`src/rtl/prog_seq.sv`:
```
module prog_seq #(
  parameter int AW         = 21,
  parameter int DW         = 16,
  parameter int PULSE_CYC  = 16,
  parameter int VFY_CYC    = 8,
  parameter int MAX_PULSES = 4
) (
  input  logic          clk,
  input  logic          rst_n,
  input  logic          start_i,
  input  logic [AW-1:0] addr_i,
  input  logic [DW-1:0] data_i,
  input  logic          vpp_ok_i,
  input  logic          blk_lock_i,
  input  logic          cmd_valid_i,
  input  logic [7:0]    cmd_code_i,
  input  logic          vfy_fail_i,
  input  logic [DW-1:0] arr_rdata_i,
  output logic          arr_we_o,
  output logic [AW-1:0] arr_addr_o,
  output logic [DW-1:0] arr_wdata_o,
  output logic [7:0]    status_o
);

  localparam int CW = (PULSE_CYC > 1) ? $clog2(PULSE_CYC) : 1;
  localparam int PW = $clog2(MAX_PULSES + 1);
  localparam logic [7:0] C_SUSP = 8'hB0;
  localparam logic [7:0] C_RES  = 8'hD0;
  localparam logic [7:0] C_CLR  = 8'h50;

  typedef enum logic [1:0] {S_IDLE, S_PULSE, S_VFY, S_SUSP} st_t;

  st_t           st;
  logic          resume_vfy;
  logic [CW-1:0] cyc;
  logic [PW-1:0] pulses;
  logic [AW-1:0] addr_q;
  logic [DW-1:0] data_q;
  logic          susp_pend;
  logic          err_fail, err_vpp, err_lock;

  wire running   = (st == S_PULSE) || (st == S_VFY);
  wire cmd_susp  = cmd_valid_i && (cmd_code_i == C_SUSP);
  wire cmd_res   = cmd_valid_i && (cmd_code_i == C_RES);
  wire cmd_clr   = cmd_valid_i && (cmd_code_i == C_CLR);
  wire pulse_end = (st == S_PULSE) && (cyc == CW'(PULSE_CYC - 1));
  wire vfy_end   = (st == S_VFY) && (cyc == CW'(VFY_CYC - 1));
  wire want_susp = susp_pend || cmd_susp;
  wire out_of_tries = pulses >= PW'(MAX_PULSES);

  assign arr_we_o    = pulse_end;
  assign arr_addr_o  = addr_q;
  assign arr_wdata_o = arr_rdata_i & data_q;
  assign status_o    = {~running, 2'b00, err_fail, err_vpp, st == S_SUSP, err_lock, 1'b0};

  always_ff @(posedge clk or negedge rst_n) begin
    if (!rst_n) begin
      st         <= S_IDLE;
      resume_vfy <= 1'b0;
      cyc        <= '0;
      pulses     <= '0;
      addr_q     <= '0;
      data_q     <= '0;
      susp_pend  <= 1'b0;
      err_fail   <= 1'b0;
      err_vpp    <= 1'b0;
      err_lock   <= 1'b0;
    end else begin
      case (st)
        S_IDLE: begin
          if (start_i) begin
            if (!vpp_ok_i) err_vpp <= 1'b1;
            else if (blk_lock_i) err_lock <= 1'b1;
            else begin
              addr_q    <= addr_i;
              data_q    <= data_i;
              cyc       <= '0;
              pulses    <= '0;
              susp_pend <= 1'b0;
              st        <= S_PULSE;
            end
          end else if (cmd_clr) begin
            err_fail <= 1'b0;
            err_vpp  <= 1'b0;
            err_lock <= 1'b0;
          end
        end
        S_PULSE: begin
          if (cmd_susp) susp_pend <= 1'b1;
          if (pulse_end) begin
            pulses <= pulses + PW'(1);
            cyc    <= '0;
            if (want_susp) begin
              st         <= S_SUSP;
              resume_vfy <= 1'b1;
              susp_pend  <= 1'b0;
            end else begin
              st <= S_VFY;
            end
          end else begin
            cyc <= cyc + CW'(1);
          end
        end
        S_VFY: begin
          if (cmd_susp) susp_pend <= 1'b1;
          if (vfy_end) begin
            cyc <= '0;
            if (!vfy_fail_i) begin
              st        <= S_IDLE;
              susp_pend <= 1'b0;
            end else if (out_of_tries) begin
              err_fail  <= 1'b1;
              st        <= S_IDLE;
              susp_pend <= 1'b0;
            end else if (want_susp) begin
              st         <= S_SUSP;
              resume_vfy <= 1'b0;
              susp_pend  <= 1'b0;
            end else begin
              st <= S_PULSE;
            end
          end else begin
            cyc <= cyc + CW'(1);
          end
        end
        default: begin
          if (cmd_res) begin
            st  <= resume_vfy ? S_VFY : S_PULSE;
            cyc <= '0;
          end
        end
      endcase
    end
  end

endmodule

```
`config.mk`:
```
export PLATFORM = sky130hd
export DESIGN_NAME = prog_seq
export DESIGN_NICKNAME = d
export VERILOG_FILES = /design/src/rtl/prog_seq.sv
export SDC_FILE = /design/constraint.sdc
export NUM_CORES = 1
export LEC_CHECK = 0
export BUFFER_PORTS_ARGS = -buffer_cell sky130_fd_sc_hd__buf_2
export CAP_MARGIN = 10
export CORE_MARGIN = 2
export CORE_UTILIZATION = 40
export CTS_BUF_LIST = sky130_fd_sc_hd__clkbuf_16
export CTS_CLUSTER_SIZE = 12
export DETAILED_ROUTE_END_ITERATION = 10
export PLACE_DENSITY = 0.71
export SLEW_MARGIN = 10
export SYNTH_ARGS = -nofsm -noshare
export SYNTH_HDL_FRONTEND = slang
export SYNTH_SLANG_ARGS = --single-unit
```
`constraint.sdc`:
```
create_clock -name clk -period 1.83 [get_ports clk]
set_input_delay 0.0915 -clock clk [delete_from_list [all_inputs] [get_ports clk]]
set_output_delay 0.0915 -clock clk [all_outputs]
set_load 0.005 [all_outputs]
```
Yosys cells after proc, flatten, opt, wreduce, memory -nomap -nowiden
Index checks and enable logic that the tools add are counted.
{"block": "word_totals", "input_bits": 68, "romBits": 0, "register_bits": 51, "latch_bits": 0, "ram_bits": 0, "n_memories": 0, "elab_cells": 114}
{"block": "classes", "order_cmp": 1, "n_bitwise": 3, "n_shift": 0, "muxes": 52, "n_eq_ne": 23, "div_mod_pow": 0, "mul": 0, "addsub": 2, "reduce_logical": 23}
{"op": "$mux 1", "count": 26}
{"op": "$ne 2x2->1 const B", "count": 13}
{"op": "$mux 4", "count": 6}
{"op": "$mux 2", "count": 10}
{"op": "$and 16x16->16", "count": 1}
{"op": "$eq 8x8->1 const B", "count": 2}
{"op": "$reduce_and 4->1", "count": 4}
{"op": "$mux 3", "count": 4}
{"op": "$pmux 4 s3", "count": 1}
{"op": "$reduce_and 6->1", "count": 2}
{"op": "$eq 8x7->1 const B", "count": 1}
{"op": "$reduce_bool 2->1", "count": 4}
{"op": "$reduce_and 7->1", "count": 1}
{"op": "$pmux 2 s3", "count": 1}
{"op": "$pmux 3 s2", "count": 1}
{"op": "$logic_and 1x1->1", "count": 5}
{"op": "$reduce_and 5->1", "count": 1}
{"op": "$add 4x1->4 const B", "count": 1}
{"op": "$eq 2x2->1 const B", "count": 2}
{"op": "$eq 4x3->1 const B", "count": 1}
{"op": "$eq 4x4->1 const B", "count": 1}
{"op": "$ne 2x1->1 const B", "count": 2}
{"op": "$pmux 1 s2", "count": 2}
{"op": "$reduce_bool 4->1", "count": 1}
{"op": "9 further kinds", "count": 11}

Longest topological paths before layout
Gate-level depths: netlist of the first run.
{"block": "logic_depth", "word_depth": 8, "mapped_depth": 8}

Least setup slack after synthesis of the first run
No wires, ideal clock.
{"block": "synth_timing", "kind": "register to register", "start": "reg st[0]", "end": "reg cyc[0]", "setup_time_ns": 0.127, "synth_period_minus_slack_ns": 1.863, "slack_ns": -0.033, "required_time_ns": 1.703, "stages_incl_launch_ff": 8, "t_arrival_ns": 1.736, "path_cell_list": "dfrtp_1 inv_1 ha_1 clkbuf_1 nor3_1 o31ai_4 and2_2 mux2_1"}
{"block": "synth_via", "elab_chain_len": 4, "elab_cells_between_ends": 13}
{"element": "from (decl)", "line": "33", "text": "st_t st;"}
{"element": "from (signal assigned)", "line": "128", "text": "st <= resume_vfy ? S_VFY : S_PULSE;"}
{"element": "$eq 2x2->1 / $eq 2x1->1 (equally long branches)", "line": "47, 69, 46"}
{"element": "$logic_and 1x1->1 (on tied branches)", "line": "47, 46"}
{"element": "$mux 4 (on tied branches)", "line": "106, 90"}
{"element": "$pmux 4 s3", "line": "69", "text": "case (st)"}
{"element": "to (signal assigned)", "line": "101", "text": "cyc <= cyc + CW'(1);"}
{"element": "to (signal assigned)", "line": "123", "text": "cyc <= cyc + CW'(1);"}
{"element": "to (decl)", "line": "35", "text": "logic [CW-1:0] cyc;"}
Parallel ways exist; a longest one is shown, timed or not.
A chain may end at the register's enable or synchronous reset.

Worst setup path after layout of the first run
{"block": "layout_timing", "start": "reg st[1]", "end": "reg st[0]"}
{"block": "layout_via", "elab_chain_len": 4, "elab_cells_between_ends": 13}
{"element": "$eq 2x2->1 / $eq 2x1->1 (equally long branches)", "line": "47, 69, 46"}
{"element": "$logic_and 1x1->1 (on tied branches)", "line": "47, 46"}
{"element": "$ne 2x2->1 (no source line)"}
{"element": "$reduce_and 6->1 (no source line)"}
Parallel ways exist; a longest one is shown, timed or not.

==> results of run 1 <==
[metrics by stage]
stage	instances	utilization
2_1_floorplan	205	-
3_3_place_gp	388	0.533
3_5_place_dp	388	0.533
4_1_cts	398	0.567
5_1_grt	398	0.573
6_report	398	0.573
[layout make-up]
| type | count | area share |
|---|---|---|
| Sequential cell | 51 | 0.375 |
| Multi-Input combinational cell | 133 | 0.343 |
| Timing Repair Buffer | 121 | 0.194 |
| Clock buffer | 5 | 0.0367 |
| Tap cell | 75 | 0.0275 |
| Clock inverter | 3 | 0.0139 |
| Inverter | 10 | 0.0110 |
[worst max-delay path: cells and delay by family (launching register included)]
| kind | cells | cell delay [ps] |
|---|---|---|
| buffers and inverters | 1 | 80 |
| adder cells (fa/ha/maj) | 1 | 160 |
| flip-flops | 1 | 420 |
| AND/OR/NAND/NOR | 3 | 740 |
| multiplexers | 1 | 330 |
[repair_timing]
item,in CTS,in global routing
setup endpoints to repair,4,5
hold endpoints to repair,18,0
gates resized for setup,4,8
gates cloned,0,0
buffers inserted,1,0
hold buffers,1,0
pin swaps,3,4
[path summary, 6_finish.rpt]
| path | start | end | slack [ps] | cells past startpoint |
|---|---|---|---|---|
| min in group asynchronous | rst_n | err_lock | 290 | 2 |
| setup / recovery | st[1] | st[0] | -10 | 6 |
| hold reg to reg | data_q[13] | data_q[13] | 500 | 1 |
| hold / removal | addr_i[6] | arr_addr_o[6] | 30 | 2 |
| setup reg to reg | st[1] | st[0] | -10 | 6 |
| max in group asynchronous | rst_n | arr_addr_o[14] | 1000 | 3 |
[registers in the layout, indices dropped and copies added, names as in the netlist]
register and flops:
susp_pend 1, st 2, data_q 16, err_lock 1, cyc 4, pulses 3
err_vpp 1, err_fail 1, resume_vfy 1, arr_addr_o 21
[per-layer routing]
layer / wire, microns / part of all wire / global-route usage
met1: 2290 / 0.42 / 0.197
met2: 2830 / 0.51 / 0.283
met3: 312 / 0.057 / 0.0328
met4: 70 / 0.013 / 0.0477
met5: 0 / 0 / 0
[report_power, final]
part	internal (uW)	switching [uW]	total [uW]	leakage, uW
registers	1590	232	1820	0.000624
logic	1080	842	1920	0.00100
clock network	652	417	1070	0.0000844
total	3320	1490	4810	0.00171
[cells by family after synthesis]
kind of cell / count (synthesis) / share of synthesized area
buffers and inverters: 21 / 0.0421
and+or+nand+nor: 59 / 0.155
adders and majority gates: 7 / 0.0351
DFF: 51 / 0.512
other: 1 / 0.00150
AOI/OAI and AO/OA: 24 / 0.0743
muxes: 40 / 0.181
[synth_stat cells (all sizes together) (2+ instances only)]
cell and number:
and3 2, buf 9, nand2b 2, nand4b 5
nor3 2, ha 7, o41ai 2, nand2 5
inv 10, nand4 5, a21oi 4, a41oi 2
mux2 40, dfrtp 51, a31oi 2, o31ai 3
o21ai 3, nor4 3, nor2 4, nor2b 2
clkbuf 2, and2 18, and3b 2, nand3 3
o211ai 2
[cell usage in the layout (no fill, tap or decap), types with 2 or more instances in the layout]
cell | Yosys | routed
buf_12 | 0 | 2
and3b_1 | 2 | 2
mux2_4 | 0 | 3
ha_2 | 0 | 2
nor2_1 | 4 | 4
mux2_2 | 37 | 37
o31ai_1 | 2 | 2
and2_1 | 17 | 17
o211ai_1 | 2 | 2
nand2b_1 | 2 | 2
nand4_1 | 5 | 5
a41oi_1 | 2 | 2
clkbuf_16 | 0 | 5
buf_4 | 6 | 8
nor4_1 | 2 | 2
o21ai_0 | 3 | 3
conb_1 | 1 | 3
nand2_1 | 5 | 5
ha_1 | 7 | 4
and3_1 | 2 | 2
a21oi_1 | 4 | 4
o41ai_1 | 2 | 2
nand3_2 | 1 | 2
nor2b_1 | 2 | 2
buf_2 | 3 | 110
dfrtp_1 | 51 | 50
nand4b_1 | 5 | 5
a31oi_1 | 2 | 2
inv_1 | 10 | 9
==> run_results.csv, run 1 <==
group,metric,value,unit
logic_synthesis,postSynth.asyncResetShare,1.00,
power,totalPowerFinal,4810,uW
timing,tightest_slew,547,ps
cells_and_area,finalNetCount,397,
grt,overflow,0,
route,drcViolationCount,0,
logic_synthesis,synth_cell_types,44,
floorplan,io_pins,114,
power,power.leakage,0.00171,uW
route,drt-vias-per-instance,4.95,
clocking,h-tree-depth,2,
logic_synthesis,yosysTopAreaCell,"dfrtp_1",
logic_synthesis,synth_top_area_frac,0.512,
route,firstDrtPassIters,4,
critical_path,critPathSlowestCell,"or4bb_4",
critical_path,worstPathArrival,2010,ps
logic_synthesis,yosys_warnings,0,
logic_synthesis,ys_seq_area_frac,0.512,
logic_synthesis,syn-instance-count,203,
timing,final-hold-violation-count,0,
clocking,clk_latency,280,ps
outcome,failed_checks,"setup timing",
clocking,root_buffer,"clkbuf_16",
timing,fmax,543,MHz
place,gp_congestion,0.790,
logic_synthesis,synthTopCellsByArea,"dfrtp_1 51%, mux2_2 17%, and2_1 4.3%, ha_1 3.5%, buf_4 1.8%",
logic_synthesis,synth.avg_cell_area,12.3,sq um
floorplan,die_h,83.0,microns
place,hpwl,4280,microns
power,powerDensity,1410,nW/um^2
clocking,clockBufferDepth,2,
route,drtAntennaViolNets,0,
timing,fin_tns_setup,-13.3,ps
route,postRouteWirelength,5500,microns
cells_and_area,syn2layout_area_growth,36.8,%
outcome,run_status,"finished, violations left",
timing,report.final.slew_viol_count,0,
critical_path,path_cells,"inv_2, ha_4, or4bb_4, nand3_2, nand3_2, mux2_4",
critical_path,critPathRequiredTime,2000,ps
place,placed_area,3180,sq um
cells_and_area,fillers,509,
critical_path,start_kind,"register",
floorplan,dieArea,6880,sq um
place,io_buffer_count,110,
critical_path,crit_type,"register to register",
grt,grt_pass1_vias,2026,
floorplan,core_area,5960,sq um
critical_path,crit_fanout,4,
clocking,path_clk_slew,70,ps
clocking,cts_tree,"built",
grt,antenna_found_initial,0,
cells_and_area,multi_input_area,1170,sq um
critical_path,crit_top_cell,"nand3_2",
grt,gr-usage-all-layers,0.160,
route,num_vias,1972,
grt,grt_pass1_wl,9210,microns
logic_synthesis,synthesis.area,2490,sq um
logic_synthesis,synth_edf_count,0,
clocking,cts_buffers,5,
logic_synthesis,synthFlopType,"dfrtp_1",
timing,clock_skew,4.92,ps
floorplan,start_util,0.419,
timing,setup_viol,1,
floorplan,die_x,83.0,microns
cells_and_area,fin_area,3410,sq um
timing,fin_crit_sh,1.01,
job,drv_cap,0,
timing,whs,31.7,ps
floorplan,row_count,28,
power,irDropWorstVdd,0.574,mV
cells_and_area,layout-drive-gt1-share,0.563,
timing,finalCriticalPeriod,1840,ps
critical_path,worstSetupEndpointType,"register",
route,wl_per_cell,13.8,microns
grt,grt_max_degree,34,
clocking,cts_num_sinks,51,
timing,slew_headroom,0.632,
critical_path,critical_path.max_stage_delay,550,ps
timing,rsz0062_at_grt,"yes",
route,drt_iter0_drc,94,
place,pre_cts_ws,-31.9,ps
logic_synthesis,ys_ff_latch,51,
cells_and_area,ff_latch_area,1280,sq um
cells_and_area,diodes,0,
worst_hold_path,hold_class,"input pin to register",
timing,layout_setup_ws,-13.3,ps
(Power assumes the default switching activity.)
==> inputs of run 2 (changes only) <==
- CTS_CLUSTER_DIAMETER: not set -> 30
- REMOVE_ABC_BUFFERS: not set -> 1
==> run_results.csv, run 2 (synthesis gave the netlist of run 1 again) <==
group,metric,value,unit
clocking,clk_latency,280,ps
timing,report.final.slew_viol_count,0,
place,io_buffer_count,110,
clocking,cts_tree,"built",
critical_path,crit_type,"register to register",
critical_path,start_kind,"register",
timing,rsz0062_at_grt,"yes",
route,firstDrtPassIters,4,
route,m1WireLength,2340,microns
floorplan,row_count,28,
route,route.met3.wl,403,microns
timing,finalCriticalPeriod,1790,ps
route,wl_per_cell,13.4,microns
cells_and_area,mostFrequentLayoutCells,"110 x buf_2, 51 x dfrtp_1, 37 x mux2_2",
route,drcViolationCount,0,
grt,grt_max_degree,31,
cells_and_area,syn2layout_area_growth,38.8,%
route,num_vias,2016,
timing,setup_viol,0,
route,drtAntennaViolNets,0,
power,p_sw_frac,0.301,
route,drt_iter0_drc,60,
clocking,root_buffer,"clkbuf_16",
power,intPower,3340,uW
job,drv_cap,0,
floorplan,io_pins,114,
place,gp_congestion,0.838,
cells_and_area,final_common_cell,"buf_2",
grt,grt_pass1_vias,1978,
grt,gr-usage-all-layers,0.158,
grt,grt_pass1_wl,8980,microns
clocking,clockBufferDepth,2,
clocking,cts_num_sinks,51,
critical_path,critical_path.max_stage_delay,540,ps
worst_hold_path,hold_class,"input pin to register",
timing,slew_headroom,0.662,
critical_path,critPathSlowestCell,"or4bb_4",
floorplan,start_util,0.419,
floorplan,core_area,5960,sq um
cells_and_area,diodes,0,
route,drt-vias-per-instance,4.97,
cells_and_area,final_util,0.581,
outcome,run_status,"completed",
power,power.leakage,0.00175,uW
power,irDropWorstVdd,0.725,mV
grt,overflow,0,
timing,fmax,559,MHz
place,placed_area,3240,sq um
cells_and_area,largest_reg_flops,21,
timing,tightest_slew,506,ps
clocking,path_clk_slew,60,ps
critical_path,critPathRequiredTime,2000,ps
timing,whs,35.7,ps
timing,final-hold-violation-count,0,
route,highest_layer,"met4",
power,switchingPower,1440,uW
clocking,h-tree-depth,2,
floorplan,dieArea,6880,sq um
cells_and_area,layout-drive-gt1-share,0.562,
timing,fin_crit_sh,0.978,
route,postRouteWirelength,5420,microns
power,combPwrFrac,0.414,
power,clockPowerShare,0.210,
floorplan,die_h,83.0,microns
grt,antenna_found_initial,0,
place,hpwl,4220,microns
cells_and_area,finalNetCount,406,
floorplan,die_x,83.0,microns
clocking,cts_buffers,5,
cells_and_area,fin_area,3460,sq um
critical_path,crit_fanout,3,
route,wl_met2,2620,microns
critical_path,path_cells,"ha_2, or4bb_4, nand3_1, nand3_2, mux2_1",
power,pwr-share-seq,0.377,
critical_path,worstSetupEndpointType,"register",
critical_path,worstPathArrival,1960,ps
timing,clock_skew,5.92,ps
power,powerDensity,1380,nW/um^2
==> run 2: cell count changes in the layout (fill, tap and decap cells not counted), sizes merged <==
| cell | previous run | this run |
|---|---|---|
| clkinv | 1 | 0 |
| buf | 120 | 129 |
==> run 2: final timing paths <==
check,startpoint,endpoint,cells after the start,slack (ps)
max,st[0],st[0],5,40
min,addr_i[8],arr_addr_o[8],2,40
max in group asynchronous,rst_n,arr_addr_o[15],3,980
max reg2reg,st[0],st[0],5,40
min reg2reg,data_q[7],data_q[7],1,500
min in group asynchronous,rst_n,err_fail,2,310
==> run 2: power by group through the flow <==
stage          Clock [uW]  Sequential [uW]  Combinational (uW)
2_1_floorplan           0             1810                1020
3_3_place_gp            0             1800                1820
3_5_place_dp            0             1820                1870
4_1_cts              1030             1800                1930
5_1_grt              1080             1860                2190
6_report             1000             1800                1980
==> run 2: worst max-delay path: cells and delay by family, from the launching register on <==
| kind | cells | cell delay [ps] |
|---|---|---|
| adders and majority gates | 1 | 210 |
| and+or+nand+nor | 3 | 760 |
| DFF | 1 | 400 |
| muxes | 1 | 310 |
==> run 2: final cells by class <==
cell class              instances  area [sq um]
clock inverters                 2          33.8
inverters                      10          37.5
flip-flops and latches         51          1280
multi-input cells             133          1150
fillers                       502          2490
repair buffers                130           741
well taps                      75          93.8
clock buffers                   5           125
==> run 2: routing by layer <==
metal | track usage | up-vias
li1 | - | 978
met1 | 0.200 | 945
met2 | 0.265 | 88
met3 | 0.0368 | 5
met4 | 0.0566 | 0
met5 | 0 | -
==> run 2: what timing repair did <==
| action | in CTS | in global routing |
|---|---|---|
| hold buffers | 1 | 0 |
| setup endpoints to repair | 6 | 43 |
| endpoints found under the hold margin | 21 | 0 |
| resized for setup | 2 | 8 |
| pin swaps | 2 | 1 |
| setup buffers | 2 | 1 |
==> run 2: per-stage QoR <==
| step | cells | setup TNS [ps] | power [uW] | worst slack [ps] |
|---|---|---|---|---|
| after floorplan | 194 | -30240 | 2830 | -802 |
| after global placement | 395 | 0 | 3620 | 25.1 |
| after detailed placement | 395 | -280 | 3690 | -81.3 |
| after CTS | 405 | 0 | 4770 | 14.7 |
| after global routing | 406 | -132 | 5130 | -38.0 |
| final | 406 | 0 | 4770 | 40.5 |
